**src/rtl/mux_bus_pkg.sv**
```systemverilog
package mux_bus_pkg;
  typedef enum logic [1:0] {
    SLOT_STROBE = 2'd0,
    SLOT_HOLD   = 2'd1,
    SLOT_XFER   = 2'd2,
    SLOT_CAPT   = 2'd3
  } slot_e;
endpackage

```
**src/rtl/mux_bus_slot_cnt.sv**
```systemverilog
module mux_bus_slot_cnt
  import mux_bus_pkg::*;
(
  input  logic  clk_i,
  input  logic  rst_ni,
  output slot_e slot_o,
  output logic  last_o
);
  logic [1:0] cnt_q;

  always_ff @(posedge clk_i or negedge rst_ni) begin
    if (!rst_ni) cnt_q <= 2'd0;
    else         cnt_q <= cnt_q + 2'd1;
  end

  assign slot_o = slot_e'(cnt_q);
  assign last_o = (cnt_q == 2'd3);
endmodule

```
**src/rtl/mux_bus_sel_reg.sv**
```systemverilog
// Two-source holding register; selects must be mutually exclusive.
module mux_bus_sel_reg #(
  parameter int W = 16
) (
  input  logic         clk_i,
  input  logic         rst_ni,
  input  logic         sel0_i,
  input  logic         sel1_i,
  input  logic [W-1:0] d0_i,
  input  logic [W-1:0] d1_i,
  output logic [W-1:0] q_o
);
  always_ff @(posedge clk_i or negedge rst_ni) begin
    if (!rst_ni)     q_o <= '0;
    else if (sel0_i) q_o <= d0_i;
    else if (sel1_i) q_o <= d1_i;
  end
endmodule

```
**src/rtl/mux_bus_if.sv**
```systemverilog
module mux_bus_if
  import mux_bus_pkg::*;
#(
  parameter int DW       = 16,
  parameter bit WRITE_EN = 1'b1
) (
  input  logic          clk_i,
  input  logic          rst_ni,
  input  logic          req_i,
  input  logic          we_i,
  input  logic [DW-1:0] addr_i,
  input  logic [DW-1:0] wdata_i,
  output logic [DW-1:0] rdata_o,
  output logic          done_o,
  output logic [DW-1:0] bus_o,
  output logic          bus_oe_o,
  input  logic [DW-1:0] bus_i,
  output logic          ale_o,
  output logic          rd_o,
  output logic          wr_o,
  output logic [1:0]    phase_o
);
  slot_e slot;
  logic  last;
  logic  act_q, st_q, oe_q, done_q;
  logic  [DW-1:0] wd_q, rd_q;
  logic  start, sel_data;

  mux_bus_slot_cnt u_cnt (
    .clk_i  (clk_i),
    .rst_ni (rst_ni),
    .slot_o (slot),
    .last_o (last)
  );

  assign start    = last & req_i;
  assign sel_data = act_q & st_q & (slot == SLOT_HOLD);

  mux_bus_sel_reg #(.W(DW)) u_bus_reg (
    .clk_i  (clk_i),
    .rst_ni (rst_ni),
    .sel0_i (start),
    .sel1_i (sel_data),
    .d0_i   (addr_i),
    .d1_i   (wd_q),
    .q_o    (bus_o)
  );

  always_ff @(posedge clk_i or negedge rst_ni) begin
    if (!rst_ni) begin
      act_q  <= 1'b0;
      st_q   <= 1'b0;
      oe_q   <= 1'b0;
      done_q <= 1'b0;
      wd_q   <= '0;
      rd_q   <= '0;
    end else begin
      done_q <= last & act_q;
      if (last) begin
        act_q <= req_i;
        st_q  <= req_i & we_i & WRITE_EN;
        oe_q  <= req_i;
        if (req_i) wd_q <= wdata_i;
        if (act_q && !st_q) rd_q <= bus_i;  // close of capture slot
      end else if (slot == SLOT_HOLD) begin
        oe_q <= act_q & st_q;               // loads release the bus
      end
    end
  end

  assign bus_oe_o = oe_q;
  assign ale_o    = act_q & (slot == SLOT_STROBE);
  assign rd_o     = act_q & ~st_q & slot[1];
  assign wr_o     = act_q &  st_q & slot[1];
  assign done_o   = done_q;
  assign rdata_o  = rd_q;
  assign phase_o  = slot;
endmodule

```
**config.mk**
```make
export PLATFORM = sky130hd
export DESIGN_NAME = mux_bus_if
export DESIGN_NICKNAME = d
export VERILOG_FILES = /design/src/rtl/mux_bus_pkg.sv /design/src/rtl/mux_bus_slot_cnt.sv /design/src/rtl/mux_bus_sel_reg.sv /design/src/rtl/mux_bus_if.sv
export SDC_FILE = /design/constraint.sdc
export NUM_CORES = 1
export LEC_CHECK = 0
export ABC_AREA = 0
export BUFFER_PORTS_ARGS = -buffer_cell sky130_fd_sc_hd__buf_2
export CAP_MARGIN = 30
export CORE_UTILIZATION = 48
export CTS_CLUSTER_DIAMETER = 100
export CTS_CLUSTER_SIZE = 16
export DETAILED_ROUTE_END_ITERATION = 7
export GPL_TIMING_DRIVEN = 0
export PLACE_DENSITY = 0.88
export SLEW_MARGIN = 20
export SYNTH_ARGS = -nofsm -noshare
export SYNTH_HDL_FRONTEND = slang
export SYNTH_SLANG_ARGS = --single-unit
```
**constraint.sdc**
```tcl
create_clock -name clk_i -period 1.8 [get_ports clk_i]
set_clock_uncertainty 0.15 [all_clocks]
set_input_delay 0.18 -clock clk_i [delete_from_list [all_inputs] [get_ports clk_i]]
set_output_delay 0.18 -clock clk_i [all_outputs]
set_load 0.005 [all_outputs]
```
==> results.yml <==
job:
  cap_violations: 0
floorplan:
  row_count: 24
  dieArea_mm2: 0.00502
  chipWidth_um: 70.9
  core_mm2: 0.00444
  pin_count: 91
  die_h_um: 70.9
  start_util_pct: 51.2
sta:
  fin_crit_ns: 1.66
  tightest_slew_ns: 0.665
  max_freq_ghz: 0.601
  whs_ns: 0.00832
  rsz0062_at_grt: "true"
  fin_crit_sh_pct: 92.4
  max-slew-margin-rel_pct: 55.7
  hold_violations: 0
  timing.final.ws_setup_ns: 0.137
  drv_slew: 0
  setup_violations: 0
final_layout:
  diodes: 0
  fin_nets: 353
  syn_to_final_growth_pct: 44.6
  drive_gt1_share_pct: 48.7
  final_core_util_pct: 74.1
route:
  final_antenna_net_count: 0
  wl_mm: 5.34
  drtIter0Drc: 95
  vias: 1751
  drc: 18
  wl_per_cell_um: 15.2
  viasPerCell: 5.00
  dr.pass1.iters: 6
hold_path:
  holdPathEnd: "u_bus_reg.q_o[13]$_DFFE_PN0P_"
  hold_class: "in2reg"
  holdPathStages: 3
  min_from: "addr_i[13]"
clock_network:
  clk_path_buf_depth: 2
  cts-htree-levels: 2
  path_clk_slew_ns: 0.09
  numCtsBuffers: 5
  cts_tree: "yes"
  insertion_delay_ns: 0.30
  cts.sinks: 54
  clockRootBuffer: "clkbuf_8"
synth:
  yosys.area.top_type_share_pct: 59.3
  synth-compound-area-share_pct: 5.16
  synth_cells: 163
  synthSimpleGateAreaFrac_pct: 6.04
  synth-xor-area-share_pct: 0
  synth_area_leader_cell: "dfrtp_1"
  syn_nets: 219
  ys_seq_area_share_pct: 59.3
  synthAdderAreaFrac_pct: 2.20
  ys_ff_latch: 54
  synthMuxAreaShare_pct: 24.5
  syn_avg_cell_area_um2: 14.0
  synth_top_family_by_area: "multiplexers"
  synth_cell_type_count: 20
  synth.area.top_cells: "dfrtp_1 59%, mux2_2 11%, mux2i_1 7.0%"
  netlist_area_mm2: 0.00228
  synth_warnings: 0
critical_path:
  critPathMaxFanout: 10
  critPathCaptureType: "flip-flop"
  reg2regPathDepth: 4
  worst_ep_required_time_ns: 1.84
  crit_type: "reg2reg"
  r2r_start: "u_cnt.slot_o[0]$_DFF_PN0_"
  rrSetupSlack_ns: 0.14
  timing.rr.end: "rdata_o[6]$_DFFE_PN0P_"
  worst_ep_arrival_time_ns: 1.70
  cp-start-kind: "flip-flop"
global_route:
  grt_pass1_wl_mm: 8.80
  antenna_found_initial: 0
  grt_pass1_vias: 1933
  top_usage_layer: "met2"
  grt_max_degree: 55
  use_met2_pct: 42.3
  grt_usage_pct: 22.8
  grt_use_met1_pct: 26.6
  grt_overflow: 0
  grt_util_met3_pct: 4.84
place:
  dpl_worst_slack_ns: -0.0392
  hpwl_mm: 3.26
  gp_congestion: 0.785
  io_buffer_count: 90
pwr:
  power.density_mw_per_mm2: 789
  ir_worst_vdd_v: 0.000427
  leakagePower_nw: 1.76
outcome:
  violations: "DRC"
  status: "complete, but fails checks"
==> routing by layer <==
metal	wire length (um)	vias up
li1	-	827
met1	2150	843
met4	64	0
met3	357	7
met5	0	-
met2	2770	74
==> cells by family after synthesis <==
kind of cell | count (synthesis)
flops | 54
mux | 48
simple gates | 26
compound gates | 21
buf+inv | 10
fa+ha+maj | 4
==> placed cells by master (no fill, tap or decap), types with 4 or more instances in the layout <==
cell | synthesis | routed
mux2i_1 | 16 | 16
inv_1 | 4 | 4
clkbuf_8 | 0 | 8
nand2_1 | 17 | 17
mux2_4 | 10 | 10
buf_2 | 2 | 89
buf_4 | 0 | 5
dfrtp_1 | 54 | 54
dlygate4sd3_1 | 0 | 35
mux2_2 | 22 | 22
o21ai_0 | 17 | 17
==> how the worst max path moves through the flow <==
stage	startpoint	endpoint	cells after the start
floorplan	u_cnt.slot_o[0]$_DFF_PN0_	wd_q[0]$_DFFE_PN0P_	4
global placement	u_cnt.slot_o[0]$_DFF_PN0_	u_bus_reg.q_o[10]$_DFFE_PN0P_	4
detailed placement	u_cnt.slot_o[1]$_DFF_PN0_	u_bus_reg.q_o[6]$_DFFE_PN0P_	5
CTS	u_cnt.slot_o[1]$_DFF_PN0_	u_bus_reg.q_o[12]$_DFFE_PN0P_	5
global route	u_cnt.slot_o[1]$_DFF_PN0_	u_bus_reg.q_o[6]$_DFFE_PN0P_	5
finish	u_cnt.slot_o[0]$_DFF_PN0_	rdata_o[6]$_DFFE_PN0P_	4
==> through the flow <==
step | total power [W] | TNS (ns) | instances | instance area [um2]
after floorplan | 0.00159 | 0 | 163 | 2280
after global placement | 0.00178 | 0 | 305 | 2790
after detailed placement | 0.00180 | -0.116 | 305 | 2800
after CTS | 0.00262 | 0 | 348 | 3260
after global routing | 0.00273 | -0.0415 | 350 | 3290
final | 0.00260 | 0 | 350 | 3290
==> power by group <==
part	switching (W)	internal [W]	leakage, nW	total, W
registers	0.0000747	0.00135	0.643	0.00142
clock network	0.000362	0.000388	0.0575	0.000751
logic	0.000166	0.000262	1.06	0.000428
total	0.000602	0.00200	1.76	0.00260
==> worst max-delay path, stage by stage (launching register included) <==
cell	delay, ns
dfrtp_1	0.42
ha_1	0.31
nand3_4	0.16
buf_6	0.20
mux2_4	0.31
==> timing repair <==
item | 4_1_cts | 5_1_grt
hold buffers | 35 | 0
endpoints found under the hold margin | 88 | 0
resized for setup | 1 | 8
pin swaps | 0 | 1
setup endpoints to repair | 10 | 19
setup buffers | 0 | 2
==> synth_stat cells <==
| library cell | number |
|---|---|
| inv_1 | 4 |
| clkbuf_1 | 1 |
| and2_2 | 2 |
| ha_1 | 4 |
| nand2_1 | 17 |
| a32oi_2 | 1 |
| o21ai_0 | 17 |
| buf_6 | 3 |
| dfrtp_1 | 54 |
| mux2i_1 | 16 |
| nor2b_1 | 1 |
| o21ai_1 | 2 |
| buf_2 | 2 |
| mux2_2 | 22 |
| nor2_1 | 2 |
| nand2_4 | 2 |
| mux2_4 | 10 |
| nand3_4 | 1 |
| a31oi_1 | 1 |
| nand3_1 | 1 |
==> cell type report <==
cell class,count,area [um2]
plain buffers,6,56.3
fillers,287,1150
inverters,4,15.0
multi-input cells,99,877
clock buffers,8,110
flip-flops and latches,54,1350
repair buffers,127,818
well taps,52,65.1
==> state kept, by name (all words and copies together) (netlist names) <==
signal	count
bus_oe_o	1
wd_q	16
act_q	1
done_o	1
u_cnt.slot_o	2
rdata_o	16
u_bus_reg.q_o	16
st_q	1
Note: power is estimated with default switching activity, not from simulation.
